**src/rtl/cfm_pkg.sv**
```systemverilog
package cfm_pkg;
    localparam int CR_W   = 32;
    localparam int INT_W  = 64;
    localparam int FLD_W  = 4;
    localparam int NFLD   = CR_W / FLD_W;
    localparam int FSEL_W = $clog2(NFLD);
    localparam int BSEL_W = $clog2(FLD_W);
    localparam int INS_W  = 32;

    typedef enum logic [1:0] {
        K_CR2INT = 2'b00,
        K_INT2CR = 2'b01,
        K_CR2CR  = 2'b10,
        K_CR2BIT = 2'b11
    } kind_e;

    typedef struct packed {
        kind_e              kind;
        logic               any;
        logic [FLD_W-1:0]   mask;
        logic [FLD_W-1:0]   mode;
        logic [FSEL_W-1:0]  src_fld;
        logic [4:0]         dst;
        logic               illegal;
    } dec_t;

    // MSB-first instruction bit k
    function automatic logic ib(input logic [INS_W-1:0] w, input int k);
        return w[INS_W-1-k];
    endfunction

    function automatic logic [FLD_W-1:0] get_fld(input logic [CR_W-1:0] cr,
                                                 input logic [FSEL_W-1:0] f);
        return cr[f*FLD_W +: FLD_W];
    endfunction
endpackage

```
**src/rtl/cfm_decode.sv**
```systemverilog
module cfm_decode
    import cfm_pkg::*;
(
    input  logic [INS_W-1:0] insn,
    output dec_t             dec
);
    always_comb begin
        dec.kind    = kind_e'({ib(insn, 19), ib(insn, 20)});
        dec.any     = ib(insn, 11);
        dec.illegal = ib(insn, 26);
        for (int i = 0; i < FLD_W; i++) begin
            dec.mask[FLD_W-1-i] = ib(insn, 12 + i);
            dec.mode[FLD_W-1-i] = ib(insn, 27 + i);
        end
        for (int i = 0; i < FSEL_W; i++)
            dec.src_fld[FSEL_W-1-i] = ib(insn, 16 + i);
        for (int i = 0; i < 5; i++)
            dec.dst[4-i] = ib(insn, 6 + i);
    end
endmodule

```
**src/rtl/cfm_match.sv**
```systemverilog
module cfm_match
    import cfm_pkg::*;
(
    input  logic [FLD_W-1:0] mask,
    input  logic [FLD_W-1:0] mode,
    input  logic [FLD_W-1:0] data,
    input  logic             any,
    output logic [FLD_W-1:0] terms,
    output logic             red
);
    for (genvar g = 0; g < FLD_W; g++) begin : g_term
        assign terms[g] = mask[g] & (mode[g] ~^ data[g]);
    end
    assign red = any ? (|terms) : (&terms);
endmodule

```
**src/rtl/cfm_route.sv**
```systemverilog
module cfm_route
    import cfm_pkg::*;
(
    input  dec_t              dec,
    input  logic [CR_W-1:0]   cr_in,
    input  logic [INT_W-1:0]  src,
    input  logic [FLD_W-1:0]  terms,
    input  logic              red,
    output logic [FLD_W-1:0]  data,
    output logic [INT_W-1:0]  int_res,
    output logic              int_we,
    output logic [CR_W-1:0]   cr_res,
    output logic              cr_we
);
    logic [FSEL_W-1:0] bit_fld;
    logic [BSEL_W-1:0] bit_idx;
    logic [FSEL_W-1:0] ff_fld;

    assign bit_fld = dec.dst[FSEL_W-1:0];
    assign bit_idx = dec.dst[4 -: BSEL_W];
    assign ff_fld  = dec.dst[4 -: FSEL_W];

    always_comb begin
        if (dec.kind == K_INT2CR)
            data = (dec.dst == '0) ? '0 : {FLD_W{src[0]}};
        else
            data = get_fld(cr_in, dec.src_fld);
    end

    always_comb begin
        int_res = '0;
        int_we  = 1'b0;
        cr_res  = cr_in;
        cr_we   = 1'b0;
        unique case (dec.kind)
            K_CR2INT: begin
                int_res[0] = red;
                int_we     = 1'b1;
            end
            K_INT2CR: begin
                cr_res[dec.src_fld*FLD_W +: FLD_W] = terms;
                cr_we = 1'b1;
            end
            K_CR2CR: begin
                cr_res[ff_fld*FLD_W +: FLD_W] = terms;
                cr_we = 1'b1;
            end
            K_CR2BIT: begin
                cr_res[bit_fld*FLD_W + (FLD_W-1) - int'(bit_idx)] = red;
                cr_we = 1'b1;
            end
            default: ;
        endcase
    end
endmodule

```
**src/rtl/cfm_unit.sv**
```systemverilog
module cfm_unit
    import cfm_pkg::*;
(
    input  logic              clk,
    input  logic              rst,
    input  logic              valid_i,
    input  logic [INS_W-1:0]  insn_i,
    input  logic [CR_W-1:0]   cr_i,
    input  logic [INT_W-1:0]  src_i,
    output logic [INT_W-1:0]  int_o,
    output logic              int_we_o,
    output logic [CR_W-1:0]   cr_o,
    output logic              cr_we_o,
    output logic              illegal_o
);
    dec_t              dec;
    logic [FLD_W-1:0]  data, terms;
    logic              red;
    logic [INT_W-1:0]  int_res;
    logic [CR_W-1:0]   cr_res;
    logic              int_we, cr_we, go;
    kind_e             kind_q;
    logic [CR_W-1:0]   cr_in_q;

    cfm_decode u_dec (.insn(insn_i), .dec(dec));

    cfm_match u_match (
        .mask(dec.mask), .mode(dec.mode), .data(data), .any(dec.any),
        .terms(terms), .red(red)
    );

    cfm_route u_route (
        .dec(dec), .cr_in(cr_i), .src(src_i), .terms(terms), .red(red),
        .data(data), .int_res(int_res), .int_we(int_we),
        .cr_res(cr_res), .cr_we(cr_we)
    );

    assign go = valid_i & ~dec.illegal;

    always_ff @(posedge clk) begin
        if (rst) begin
            int_o     <= '0;
            int_we_o  <= 1'b0;
            cr_o      <= '0;
            cr_we_o   <= 1'b0;
            illegal_o <= 1'b0;
            kind_q    <= K_CR2INT;
            cr_in_q   <= '0;
        end else begin
            int_o     <= (go && int_we) ? int_res : '0;
            int_we_o  <= go & int_we;
            cr_o      <= (go && cr_we) ? cr_res : cr_i;
            cr_we_o   <= go & cr_we;
            illegal_o <= valid_i & dec.illegal;
            kind_q    <= dec.kind;
            cr_in_q   <= cr_i;
        end
    end

    // the two destinations are never written together
    p_one_dest_r9: assert property (@(posedge clk) disable iff (rst)
        !(int_we_o && cr_we_o));

    // an illegal encoding writes nothing
    p_illegal_quiet_r2: assert property (@(posedge clk) disable iff (rst)
        illegal_o |-> (!int_we_o && !cr_we_o));

    // integer result carries a single bit
    p_int_upper_zero_r4: assert property (@(posedge clk) disable iff (rst)
        int_we_o |-> (int_o[INT_W-1:1] == '0));

    // an idle cycle yields no writes next cycle
    p_idle_r9: assert property (@(posedge clk) disable iff (rst)
        !valid_i |=> (!int_we_o && !cr_we_o && !illegal_o));

    // single-bit routing disturbs at most one register bit
    p_single_bit_r8: assert property (@(posedge clk) disable iff (rst)
        (cr_we_o && kind_q == K_CR2BIT) |-> ($countones(cr_o ^ cr_in_q) <= 1));

    // field routings disturb at most one field's worth of bits
    p_field_span_r7: assert property (@(posedge clk) disable iff (rst)
        (cr_we_o && (kind_q == K_CR2CR || kind_q == K_INT2CR))
            |-> ($countones(cr_o ^ cr_in_q) <= FLD_W));
endmodule

```
**config.mk**
```make
export PLATFORM = sky130hd
export DESIGN_NAME = cfm_unit
export DESIGN_NICKNAME = d
export VERILOG_FILES = /design/src/rtl/cfm_pkg.sv /design/src/rtl/cfm_decode.sv /design/src/rtl/cfm_match.sv /design/src/rtl/cfm_route.sv /design/src/rtl/cfm_unit.sv
export SDC_FILE = /design/constraint.sdc
export NUM_CORES = 1
export LEC_CHECK = 0
export ABC_AREA = 1
export ABC_CLOCK_PERIOD_IN_PS = 2400
export BUFFER_PORTS_ARGS = -buffer_cell sky130_fd_sc_hd__clkbuf_2
export CAP_MARGIN = 20
export CORE_MARGIN = 3
export CORE_UTILIZATION = 35
export CTS_CLUSTER_SIZE = 14
export DETAILED_ROUTE_END_ITERATION = 10
export GPL_ROUTABILITY_DRIVEN = 1
export PLACE_DENSITY = 0.72
export SLEW_MARGIN = 10
export SYNTH_ARGS = -nofsm -noshare
export SYNTH_HDL_FRONTEND = slang
export SYNTH_HIERARCHICAL = 1
export SYNTH_SLANG_ARGS = --single-unit
```
**constraint.sdc**
```tcl
create_clock -name clk -period 2.4 [get_ports clk]
set_input_delay 0.12 -clock clk [delete_from_list [all_inputs] [get_ports clk]]
set_output_delay 0.12 -clock clk [all_outputs]
set_load 0.02 [all_outputs]
```
Word level (Yosys, flattened, before mapping):

Cells that the tools add are included.

* register bits after elaboration: 99
* input port bits: 131
* output and inout port bits: 99
* logic and storage cells: 56

* add/sub/neg operators: 4
* $lt $le $gt $ge: 2
* equality and inequality tests: 3
* shift operators: 5
* mux-type cells: 12
* bitwise logic cells: 15
* reductions and logical operators: 9

Operators with widths (number)
* $bwmux W32: 3
* $pmux W32 S3: 1
* $neg A5 Y34: 2
* $shift A4 B34 Y32 const A: 2
* $shiftx A4 B34 Y32: 2
* $ge A32 B1 Y1 const B: 1
* $lt A32 B6 Y1 const B: 1
* $mux W32: 1
* $shiftx A32 B6 Y4: 1
* $sub A32 B2 Y32: 1
* $and A1 B1 Y1: 8
* $mux W4: 2
* $add A5 B2 Y6 const B: 1
* $reduce_or A3 Y1: 2
* $demux W1 S5: 1
* $logic_not A5 Y1: 1
* $eq A2 B2 Y1 const B: 2
* $mux W1: 4
* $reduce_and A4 Y1: 1
* $reduce_or A4 Y1: 1
* $xnor A1 B1 Y1: 4
* $logic_and A1 B1 Y1: 3
* $not A1 Y1: 3
* $eq A2 B1 Y1 const B: 1
* $logic_not A2 Y1: 1

Depth between registers and ports, before layout:

* word-level depth: 10
* mapped depth: 22
* mapped depth without buffers: 18

Modules after synthesis:

Netlist, hierarchy kept.

Modules (own cells, without submodules)
* cfm_route: times used 1, cells each 701, area an instance 3522.1 sq um, sequential area each 0.0 sq um
* cfm_unit: times used 1, cells each 412, area an instance 3210.6 sq um, sequential area each 1981.9 sq um
* cfm_decode: times used 1, cells each 20, area an instance 150.1 sq um, sequential area each 0.0 sq um
* cfm_match: times used 1, cells each 31, area an instance 138.9 sq um, sequential area each 0.0 sq um

Worst setup path after synthesis:

Ideal clock, no wire load.

* path kind: in2reg
* from: input insn_i[23]
* to: register cr_o[15]
* setup time: 0.113 ns
* arrival: 2.190 ns
* data required time: 2.287 ns
* path slack: 0.098 ns
* stages on the path: 20
* path buffers: 3
* path through: buf_4 buf_4 inv_2 ha_1 nand4_1 nand3_1 nand2_1 inv_1 nand2_1 nand3_2 nand2_1 o21ai_1 nand2_1 inv_1 clkbuf_1 nand4_1 nand3_1 nand4_1 nor2_1 nor2_1

* cells in the longest elaborated chain, start to end: 10
* elaborated cells on any way between the ends: 30
* classes of those cells: add/sub (3); order compare (2); shift (3); mux (10); bitwise (8); reduce/logical (4)

RTL lines
* from (decl): line cfm_unit.sv:7 `input logic [INS_W-1:0] insn_i,`
* $logic_not A5 Y1 (*): line cfm_route.sv:25 `data = (dec.dst == '0) ? '0 : {FLD_W{src[0]}};`
* $mux W4 (*): line cfm_route.sv:25
* $mux W4 (*): line cfm_route.sv:24 `if (dec.kind == K_INT2CR)`
* via data[1]: line cfm_unit.sv:17 `logic [FLD_W-1:0] data, terms;`
* $xnor A1 B1 Y1 (*): line cfm_match.sv:12 `assign terms[g] = mask[g] & (mode[g] ~^ data[g]);`
* $and A1 B1 Y1 (*): line cfm_match.sv:12
* $reduce_and A4 Y1 or $reduce_or A4 Y1 (tied branches): line cfm_match.sv:14 `assign red = any ? (|terms) : (&terms);`
* $mux W1 (*): line cfm_match.sv:14
* via red: line cfm_unit.sv:18 `logic red;`
* $bwmux W32 (*): line cfm_route.sv:49 `cr_res[bit_fld*FLD_W + (FLD_W-1) - int'(bit_idx)] = red;`
* $pmux W32 S3 (*): line cfm_route.sv:35 `unique case (dec.kind)`
* via cr_res[15]: line cfm_unit.sv:20 `logic [CR_W-1:0] cr_res;`
* $mux W32 (*): line cfm_unit.sv:52 `cr_o <= (go && cr_we) ? cr_res : cr_i;`
* to (signal assigned): line cfm_unit.sv:52
* to (decl): line cfm_unit.sv:12 `output logic [CR_W-1:0] cr_o,`

Mark *: on every way through the listed nets, which the timed path passes. The rest lies on a longest branch.
A chain may end at the register's enable or synchronous reset.

Worst setup path in the final report:

* from: input insn_i[13]
* to: register cr_o[22]

* cells in the longest elaborated chain, start to end: 9
* elaborated cells on any way between the ends: 22
* classes of those cells: add/sub (1); shift (4); mux (7); bitwise (8); reduce/logical (2)

RTL lines
* $shiftx A32 B6 Y4 (*): line cfm_pkg.sv:34 `return cr[f*FLD_W +: FLD_W];`
* $mux W4 (*): line cfm_route.sv:24
* via data[2]: line cfm_unit.sv:17
* $xnor A1 B1 Y1 (*): line cfm_match.sv:12
* $and A1 B1 Y1 (*): line cfm_match.sv:12
* via terms[2]: line cfm_unit.sv:17
* $reduce_and A4 Y1 or $reduce_or A4 Y1 (tied branches): line cfm_match.sv:14
* $mux W1 (*): line cfm_match.sv:14
* via red: line cfm_unit.sv:18
* $bwmux W32 (*): line cfm_route.sv:49
* $pmux W32 S3 (*): line cfm_route.sv:35
* via cr_res[22]: line cfm_unit.sv:20
* $mux W32 (*): line cfm_unit.sv:52

Marked as above.

==> results.py <==
metrics = {
    "grt": {
        "grt_start_max_net_pins": 66,
        "grt_pass1_wl_um": 34900,
        "grt_use_total_pct": 20.3,
        "antenna_found_initial": 0,
        "grt_pass1_vias": 6495,
        "grt_overflow": 0,
    },
    "timing": {
        "min_period_over_period_pct": 87.8,
        "max_freq_mhz": 475,
        "setup_violations": 0,
        "worstMarginPinSlew_ns": 0.504,
        "finalWorstSetupSlack_ns": 0.294,
        "min_period_ns": 2.11,
        "maxSlewHeadroom_pct": 66.3,
        "rsz0062_at_grt": "false",
        "setup_tns_ns": 0,
        "hold_viol_final": 0,
        "holdWs_ns": 0.0737,
        "maxSlewViolCount": 0,
    },
    "place": {
        "pre_cts_slack_ns": -0.0390,
        "hpwlAfterDp_um": 17300,
        "port-buffer-count": 154,
        "place.gp.congestion": 0.972,
    },
    "pwr": {
        "power_frac_comb_pct": 24.6,
        "seqPwrFrac_pct": 40.5,
        "p_switching_mw": 1.44,
        "p_leak_nw": 4.29,
        "p_total_mw": 4.22,
        "ir_drop_uv": 342,
        "p_clk_share_pct": 34.9,
        "p_int_mw": 2.77,
        "p_per_area_mw_per_mm2": 514,
        "swShare_pct": 34.2,
    },
    "routing": {
        "viasPerCell": 4.64,
        "via_count": 7311,
        "drt-wirelength-per-cell_um": 14.3,
        "wl_um": 22500,
        "drc": 0,
        "ant_nets": 0,
        "drtIter0Drc": 643,
        "drtPass1Iterations": 5,
    },
    "job": {
        "cap_violations": 0,
    },
    "clocking": {
        "cts-htree-levels": 3,
        "clock-sinks": 99,
        "cts_root_buf": "clkbuf_16",
        "cts.clk_slew.worst_paths_ns": 0.08,
        "cts_max_path_buffers": 2,
        "cts_tree": "yes",
        "cts_inserted_buffers": 9,
        "cts_resized": 0,
    },
    "floorplanning": {
        "chipWidth_um": 148,
        "io_pins": 230,
        "core_mm2": 0.0196,
        "initial_core_util_pct": 35.8,
        "die_h_um": 148,
        "rows": 51,
        "dieArea_mm2": 0.0218,
    },
    "synthesis": {
        "synthFlopType": "dfxtp_1",
        "synth_edf_count": 0,
        "synth.most_common_cell": "nand2_1",
        "synthTopCellsByArea": "dfxtp_1, nand2_1, nand3_1",
        "async_reset_ff_share_pct": 0,
        "synth_cells": 1164,
        "ys_types": 23,
        "syn_area_mm2": 0.00702,
        "yosysWarnings": 6,
        "postSynthAreaPerCell_um2": 6.03,
        "synth_top_area_share_pct": 28.2,
        "synthTopCellsByCount": "nand2_1, nand3_1, inv_1",
        "ys_ff_latch": 99,
        "yosysTopAreaCell": "dfxtp_1",
        "ys_seq_area_share_pct": 28.2,
    },
    "critical_path": {
        "critical-path-slowest-cell": "o211ai_1",
        "crit_chain": "clkbuf_2 -> buf_12 -> o211ai_1 -> nand3_1 -> nand3_1 -> nand2_1 -> inv_1 -> nand2_1 -> nand3_1 -> inv_1 -> nand3_1 -> nand2_1 -> inv_1 -> buf_12 -> nand4_1 -> nand3_1 -> nand4_1 -> nor2_1 -> nor2_1",
        "cp_num_cells": 19,
        "cpMostUsedCell": "nand3_1",
        "end_kind": "flop",
        "critPathTopFamily": "simple AND/OR/NAND/NOR gates",
        "startpoint": "insn_i[13]",
        "critPathMaxStageDelay_ns": 0.23,
        "crit_path_max_fanout": 31,
        "crit_arrival_ns": 2.35,
        "crit_type": "input port to flop",
        "required_ns": 2.64,
        "start_kind": "input port",
        "crit_buf_inv": 6,
        "worstSetupEndpoint": "cr_o[22]$_SDFF_PP0_",
    },
    "final_layout": {
        "area_delta_synth_final_pct": 16.7,
        "fillers": 2142,
        "diodes": 0,
        "seq_area_mm2": 0.00198,
        "final_net_count": 1448,
        "multi_input_area_mm2": 0.00369,
        "drive_gt1_share_pct": 19.0,
    },
    "min_path": {
        "hold_path.class": "input port to flop",
    },
    "status": {
        "status": "completed",
    },
}
registers in the layout, indices dropped and copies added (netlist names):
register / count
illegal_o: 1
int_we_o: 1
cr_o: 32
int_o: 64
cr_we_o: 1
per-layer routing:
| metal | GRT usage (%) | vias to the layer above | part of all wire [%] |
|---|---|---|---|
| met5 | 0 | - | 0 |
| met4 | 6.76 | 0 | 2.8 |
| met3 | 5.15 | 45 | 9.2 |
| met2 | 32.6 | 331 | 45 |
| met1 | 26.6 | 3130 | 43 |
| li1 | - | 3805 | - |
worst min path at each step:
stage	endpoint	slack, ns	cells past startpoint	start
global route	cr_o[8]$_SDFF_PP0_	0.09	5	cr_i[8]
detailed placement	illegal_o$_SDFF_PP0_	0.35	2	rst
global placement	illegal_o$_SDFF_PP0_	0.35	2	rst
finish	cr_o[5]$_SDFF_PP0_	0.07	5	cr_i[5]
floorplan	illegal_o$_SDFF_PP0_	0.19	1	rst
CTS	cr_o[8]$_SDFF_PP0_	0.06	5	cr_i[8]
per-stage QoR:
step,util [%],std cells,cell area (µm²)
after floorplan,-,1226,7250
after global placement,40.2,1557,7870
after detailed placement,40.2,1557,7870
after CTS,41.8,1575,8200
after global routing,41.8,1575,8200
final,41.8,1575,8200
what timing repair did:
item	in CTS	in global routing
hold buffers	2	0
setup buffers	0	0
endpoints found under the hold margin	2	0
setup endpoints to repair	0	0
cell type report:
type / count / area share [%]
multi-input cells: 808 / 45.0
clock buffers: 9 / 2.75
inverters: 186 / 8.52
clock inverters: 7 / 0.977
flip-flops and latches: 99 / 24.2
well taps: 265 / 4.05
repair buffers: 201 / 14.5
cells by family (layout without fill, tap and decap cells):
| group | after synthesis | in the layout | share of synthesized area, % |
|---|---|---|---|
| buffers and inverters | 319 | 403 | 22.7 |
| flip-flops | 99 | 99 | 28.2 |
| other | 1 | 63 | 0.0534 |
| AND/OR/NAND/NOR | 677 | 677 | 42.7 |
| adder cells (fa/ha/maj) | 12 | 12 | 2.14 |
| AO/OA/AOI/OAI | 56 | 56 | 4.13 |
power by group through the flow:
stage / registers, mW / logic, mW / clock network, mW
final: 1.71 / 1.04 / 1.47
after global routing: 1.71 / 1.15 / 1.59
after CTS: 1.71 / 1.03 / 1.53
after detailed placement: 1.75 / 1.02 / 0
after global placement: 1.75 / 1.02 / 0
after floorplan: 1.81 / 0.678 / 0
placed cells by master (no fill, tap or decap):
| master | count |
|---|---|
| nand3_1 | 179 |
| dfxtp_1 | 99 |
| nor2_2 | 9 |
| inv_2 | 15 |
| clkinv_1 | 1 |
| buf_12 | 5 |
| nand2_1 | 261 |
| o21ai_1 | 7 |
| nor3_2 | 1 |
| o211ai_1 | 4 |
| nor2_1 | 152 |
| buf_4 | 40 |
| ha_1 | 12 |
| nand3_2 | 4 |
| inv_1 | 170 |
| nor2_4 | 3 |
| dlygate4sd3_1 | 2 |
| o21ai_0 | 29 |
| clkbuf_2 | 154 |
| a21oi_1 | 16 |
| clkinv_8 | 2 |
| conb_1 | 63 |
| nand2_2 | 2 |
| nand4_1 | 66 |
| inv_8 | 2 |
| clkbuf_16 | 9 |
| clkinvlp_4 | 1 |
| clkinv_4 | 2 |
(Power assumes the default switching activity.)
